File: config.mk
export PLATFORM = sky130hd
export DESIGN_NAME = rat_translator
export DESIGN_NICKNAME = d
export VERILOG_FILES = /design/src/rtl/rat_pkg.sv /design/src/rtl/rat_ptr_split.sv /design/src/rtl/rat_resolve.sv /design/src/rtl/rat_classify.sv /design/src/rtl/rat_translator.sv
export SDC_FILE = /design/constraint.sdc
export NUM_CORES = 1
export LEC_CHECK = 0
export BUFFER_PORTS_ARGS = -buffer_cell sky130_fd_sc_hd__buf_2
export CAP_MARGIN = 10
export CORE_AREA = 2 2 39 41
export DETAILED_ROUTE_END_ITERATION = 16
export DIE_AREA = 0 0 41 43
export GPL_ROUTABILITY_DRIVEN = 0
export MAX_ROUTING_LAYER = met4
export PLACE_DENSITY = 0.69
export SYNTH_ARGS = -nofsm -noshare
export SYNTH_HDL_FRONTEND = slang
export SYNTH_SLANG_ARGS = --single-unit
File: constraint.sdc
create_clock -name clk -period 1.55 [get_ports clk]
set_input_delay 0.2325 -clock clk [delete_from_list [all_inputs] [get_ports clk]]
set_output_delay 0.2325 -clock clk [all_outputs]
set_load 0.1 [all_outputs]
File: src/rtl/rat_pkg.sv
package rat_pkg;
  // How an operand field is interpreted after decode
  typedef enum logic [1:0] {
    K_WORK   = 2'd0,  // short working-register number
    K_DIRECT = 2'd1,  // full in-page address
    K_WINDOW = 2'd2   // full operand inside the working-group window
  } opnd_kind_e;
endpackage

File: src/rtl/rat_ptr_split.sv
module rat_ptr_split #(
  parameter int GRP_W  = 4,
  parameter int PAGE_W = 4
) (
  input  logic [GRP_W+PAGE_W-1:0] ptr_i,
  output logic [GRP_W-1:0]        grp_o,
  output logic [PAGE_W-1:0]       page_o,
  output logic                    bad_o
);
  localparam logic [GRP_W-1:0] WIN_TAG = {{(GRP_W-1){1'b1}}, 1'b0};

  assign grp_o  = ptr_i[GRP_W+PAGE_W-1:PAGE_W];
  assign page_o = ptr_i[PAGE_W-1:0];
  // the window group cannot be the working group on page 0
  assign bad_o  = (grp_o == WIN_TAG) && (page_o == '0);
endmodule

File: src/rtl/rat_resolve.sv
module rat_resolve
  import rat_pkg::*;
#(
  parameter int GRP_W = 4,
  parameter int REG_W = 4
) (
  input  logic [GRP_W-1:0]       grp_i,
  input  logic                   wide_i,
  input  logic [GRP_W+REG_W-1:0] opnd_i,
  input  logic                   pair_i,
  output logic [GRP_W+REG_W-1:0] inpage_o,
  output logic                   odd_o
);
  localparam int OP_W = GRP_W + REG_W;
  localparam logic [GRP_W-1:0] WIN_TAG = {{(GRP_W-1){1'b1}}, 1'b0};

  logic [GRP_W-1:0] hi;
  logic [REG_W-1:0] lo;
  logic [OP_W-1:0]  raw;
  opnd_kind_e       kind;

  assign hi = opnd_i[OP_W-1:REG_W];
  assign lo = opnd_i[REG_W-1:0];

  always_comb begin
    if (!wide_i)             kind = K_WORK;
    else if (hi == WIN_TAG)  kind = K_WINDOW;
    else                     kind = K_DIRECT;
  end

  always_comb begin
    unique case (kind)
      K_DIRECT: raw = opnd_i;
      default:  raw = {grp_i, lo};
    endcase
  end

  assign odd_o    = pair_i & raw[0];
  assign inpage_o = {raw[OP_W-1:1], raw[0] & ~pair_i};
endmodule

File: src/rtl/rat_classify.sv
module rat_classify #(
  parameter int PAGE_W = 4,
  parameter int HI_W   = 4
) (
  input  logic [PAGE_W-1:0] page_i,
  input  logic [HI_W-1:0]   inpage_hi_i,
  output logic              ctrl_o
);
  // core control area: top row of page 0
  assign ctrl_o = (page_i == '0) && (&inpage_hi_i);
endmodule

File: src/rtl/rat_translator.sv
module rat_translator #(
  parameter int PAGE_W  = 4,
  parameter int GRP_W   = 4,
  parameter int REG_W   = 4,
  parameter bit REG_OUT = 1'b1
) (
  input  logic                          clk,
  input  logic                          rst,
  input  logic [GRP_W+PAGE_W-1:0]       ptr_i,
  input  logic                          wide_i,
  input  logic [GRP_W+REG_W-1:0]        opnd_i,
  input  logic                          pair_i,
  output logic [PAGE_W+GRP_W+REG_W-1:0] addr_o,
  output logic                          ctrl_o,
  output logic                          err_o
);
  localparam int OP_W   = GRP_W + REG_W;
  localparam int ADDR_W = PAGE_W + OP_W;

  logic [GRP_W-1:0]  grp;
  logic [PAGE_W-1:0] page;
  logic              bad_ptr;
  logic [OP_W-1:0]   inpage;
  logic              odd_pair;
  logic              ctrl_c;
  logic [ADDR_W-1:0] addr_c;
  logic              err_c;

  rat_ptr_split #(.GRP_W(GRP_W), .PAGE_W(PAGE_W)) split_i (
    .ptr_i (ptr_i),
    .grp_o (grp),
    .page_o(page),
    .bad_o (bad_ptr)
  );

  rat_resolve #(.GRP_W(GRP_W), .REG_W(REG_W)) resolve_i (
    .grp_i   (grp),
    .wide_i  (wide_i),
    .opnd_i  (opnd_i),
    .pair_i  (pair_i),
    .inpage_o(inpage),
    .odd_o   (odd_pair)
  );

  rat_classify #(.PAGE_W(PAGE_W), .HI_W(GRP_W)) classify_i (
    .page_i     (page),
    .inpage_hi_i(inpage[OP_W-1:REG_W]),
    .ctrl_o     (ctrl_c)
  );

  assign addr_c = {page, inpage};
  assign err_c  = bad_ptr | odd_pair;

  // page always leads the physical address
  a_r1_page_prefix: assert property (@(posedge clk) disable iff (rst)
    addr_c[ADDR_W-1:OP_W] == ptr_i[PAGE_W-1:0]);
  // control flag only in the top row of page 0
  a_r4_ctrl_page0: assert property (@(posedge clk) disable iff (rst)
    ctrl_c |-> (ptr_i[PAGE_W-1:0] == '0) && (&addr_c[OP_W-1:REG_W]));
  // undefined pointer always reported
  a_r5_bad_ptr_err: assert property (@(posedge clk) disable iff (rst)
    (ptr_i == {{(GRP_W-1){1'b1}}, 1'b0, {PAGE_W{1'b0}}}) |-> err_c);
  // pair addresses are even
  a_r6_pair_even: assert property (@(posedge clk) disable iff (rst)
    pair_i |-> !addr_c[0]);

  generate
    if (REG_OUT) begin : g_reg
      always_ff @(posedge clk) begin
        if (rst) begin
          addr_o <= '0;
          ctrl_o <= 1'b0;
          err_o  <= 1'b0;
        end else begin
          addr_o <= addr_c;
          ctrl_o <= ctrl_c;
          err_o  <= err_c;
        end
      end

      // reset clears the outputs
      a_r7_reset_clears: assert property (@(posedge clk)
        rst |=> (addr_o == '0) && !ctrl_o && !err_o);
      // one-cycle latency
      a_r7_one_cycle: assert property (@(posedge clk) disable iff (rst)
        !$past(rst) |-> (addr_o == $past(addr_c)) && (ctrl_o == $past(ctrl_c))
                        && (err_o == $past(err_c)));
    end else begin : g_comb
      assign addr_o = addr_c;
      assign ctrl_o = ctrl_c;
      assign err_o  = err_c;
    end
  endgenerate
endmodule

# Yosys cells after proc, flatten, opt, wreduce, memory -nomap -nowiden

Index checks and enable logic that the tools add are counted.
W data, S select, Z words.

Eq/ne operators: 3
Muxes and demuxes: 3
Bitwise operators: 4
Reduce and logical (&&, ||, !) cells: 4

Operators by type and width:

| operator             | count |
|---|---|
| $eq A4 B4 Y1 const B | 2 |
| $mux W8              | 1 |
| $logic_not A4 Y1     | 1 |
| $mux W2              | 2 |
| $reduce_and A4 Y1    | 1 |
| $and A1 B1 Y1        | 2 |
| $eq A2 B1 Y1 const B | 1 |
| $logic_and A1 B1 Y1  | 2 |
| $not A1 Y1           | 1 |
| $or A1 B1 Y1         | 1 |

Bits in registers: 14
Input port bits: 20
Output and inout bits: 14

# Logic depth before layout (Yosys ltp)

Depth in word-level cells: 7
Gate-level depth with buffers: 4
Depth with buffers taken out: 4

# Hierarchy

A second synthesis with hierarchy kept.

Cells, all modules: 61
Area, all modules: 630.6 um^2

Modules (own cells, without submodules):

| module         | instances | cells an instance | area each (um^2) |
|---|---|---|---|
| rat_translator | 1         | 29                | 384.1 |
| rat_resolve    | 1         | 18                | 132.6 |
| rat_ptr_split  | 1         | 11                | 86.3 |
| rat_classify   | 1         | 3                 | 27.5 |

# Worst setup path before layout

No wires, ideal clock.

Path type: flip-flop to output port
Start: register addr_o[0]
End: output port addr_o[0]
Data arrival time: 0.909 ns
Setup slack: 0.409 ns
Cell stages (with the launch flop): 1
Cells stage by stage: dfxtp_1

RTL lines:

| item                     | RTL line             | RTL |
|---|---|---|
| start: declaration       | rat_translator.sv:13 | `output logic [PAGE_W+GRP_W+REG_W-1:0] addr_o,` |
| start signal: assignment | rat_translator.sv:75 | `addr_o <= addr_c;` |

No word-level cell between the ends.

# Final worst setup path

Start: register addr_o[6]
End: output port addr_o[6]

No word-level cell between the ends.

==> impl_metrics.ini <==
[status]
run_status = complete, no violations

[critical_path]
critical_path.max_stage_delay_ps = 410
end_kind = primary output
required_ps = 1320
crit_arrival_ps = 990
worstSetupStartpointType = flop
cp_max_fo = 1
crit_slowest_cell = buf_2
crit_chain = buf_2
crit_type = reg -> out
worst_path_dominant_cell_family = buffers and inverters
crit_buf_inv = 1

[sta]
maxSlewViolCount = 0
post-route-period-util_pct = 79.0
layout_min_cycle_time_ps = 1230
setup_viol_count_final = 0
max-slew-margin-rel_pct = 67.7
setup-tns-final_ps = 0
rsz0062_at_grt = no
worst_slew_pin_slew_ps = 487
hold_violations = 0
clock.fmax_ghz = 0.816

[clock_tree]
holdBufCountCts = 0
numCtsBuffers = 3
clock_sinks = 14
root_buffer = clkbuf_4
h-tree-depth = 1
ctsResizeCount = 0
clk_pin_slew_worst_paths_ps = 70
cts_tree = yes
clk_path_buf_depth = 2
cts_setup_buffers = 0

[power_and_ir_drop]
p_total_mw = 0.797
p_per_area_nw_per_um2 = 1160
p_leak_nw = 0.339
peakVddDrop_v = 0.000433

[route]
drc = 0
via_per_inst = 4.58
drt.antenna.violating_nets = 0
drtPass1Iterations = 4
wl_microns = 968
dr_total_vias = 463
wl_per_cell_microns = 9.58
drt_iter0_drc = 8

[grt]
grt_first_pass_wirelength_mm = 1.56
grt_pass1_vias = 418
grt_overflow = 0
gr-usage-all-layers_pct = 13.2
grt_start_max_net_pins = 15
antenna_found_initial = 0

[synthesis]
synth.top_cells.by_area = dfxtp_1 58%, nor2b_1 10%, nand2_1 3.9%
syn_avg_cell_area_sq_um = 9.66
ys_types = 19
yosysWarnings = 0
syn_nets = 70
postSynthCellCount = 50
synth-seq-cells = 14
yosysSeqAreaShare_pct = 58.0
synth_top_area_share_pct = 58.0
synth_largest_area_cell = dfxtp_1
synthesis.area_sq_um = 483

[worst_hold_path]
hold_path_class = in -> reg

[cells_and_area]
layout-drive-gt1-share_pct = 44.7
diodes = 0
area_delta_synth_final_pct = 42.2
final_nets = 107
postLayoutCoreUtil_pct = 49.6

[placed_design]
port_buffers = 33
hpwl_microns = 787

[floorplan]
die_x_microns = 41
coreArea_sq_um = 1380
start_util_pct = 34.9
dieArea_sq_um = 1760
die-height_microns = 43
num_rows = 14
io_pins = 34

[job]
max-cap-violations = 0
## per-layer routing
metal	vias up	track usage [%]	routed length, microns
li1	241	-	-
met1	196	16.0	423
met2	26	19.1	424
met3	0	3.14	120
met4	0	8.00	0
met5	-	-	0
## power breakdown
group	switching (mW)	internal, mW	total [mW]
Clock	0.0969	0.0896	0.187
Combinational	0.181	0.0474	0.228
Sequential	0.00367	0.378	0.382
## flip-flops by register name, indices dropped and copies added (netlist names)
register and cells:
ctrl_o 1, addr_o 12, err_o 1
## per-stage QoR
step / hold WS (ps) / std cells / setup WS (ps) / instance area [sq um]
final: 142 / 101 / 325 / 687
after floorplan: 304 / 50 / 409 / 483
after detailed placement: 418 / 98 / 487 / 664
after CTS: 126 / 101 / 303 / 687
after global routing: 125 / 101 / 264 / 687
after global placement: 414 / 98 / 512 / 664
## final cells by class
type | instances | area, sq um
Tap cell | 16 | 20.0
Fill cell | 141 | 697
Multi-Input combinational cell | 34 | 195
Timing Repair Buffer | 33 | 165
Clock buffer | 3 | 22.5
Sequential cell | 14 | 280
Inverter | 1 | 3.75
## worst paths after layout
check                   end  cells after the start  slack, ps            startpoint
max               addr_o[6]                      1        320  addr_o[6]$_SDFF_PP0_
min    addr_o[0]$_SDFF_PP0_                      2        140                pair_i
## cells in the final DEF (no fill, tap or decap), types with 2 or more instances in the layout
cell type and instances:
nor2b_1 8, nor2_1 5, buf_2 33, nor3_1 3, a21oi_1 2, nand2_1 5
dfxtp_1 14, clkbuf_4 3
## kinds of logic after synthesis
| family | share of synthesized area, % |
|---|---|
| and+or+nand+nor | 29.3 |
| DFF | 58.0 |
| buffers and inverters | 1.55 |
| AOI/OAI and AO/OA | 11.1 |
## synthesized netlist by cell type (all sizes together)
cell type  instances
nand3b             1
dfxtp             14
a2bb2oi            1
nor3b              1
o21ai              1
nand4b             1
nand3              1
a211o              1
a22oi              1
nor2               5
nand2              5
o22ai              1
clkbuf             1
a21oi              2
o21a               1
nor3               4
nor2b              8
inv                1
No activity file was read; power rests on OpenSTA's default activity.
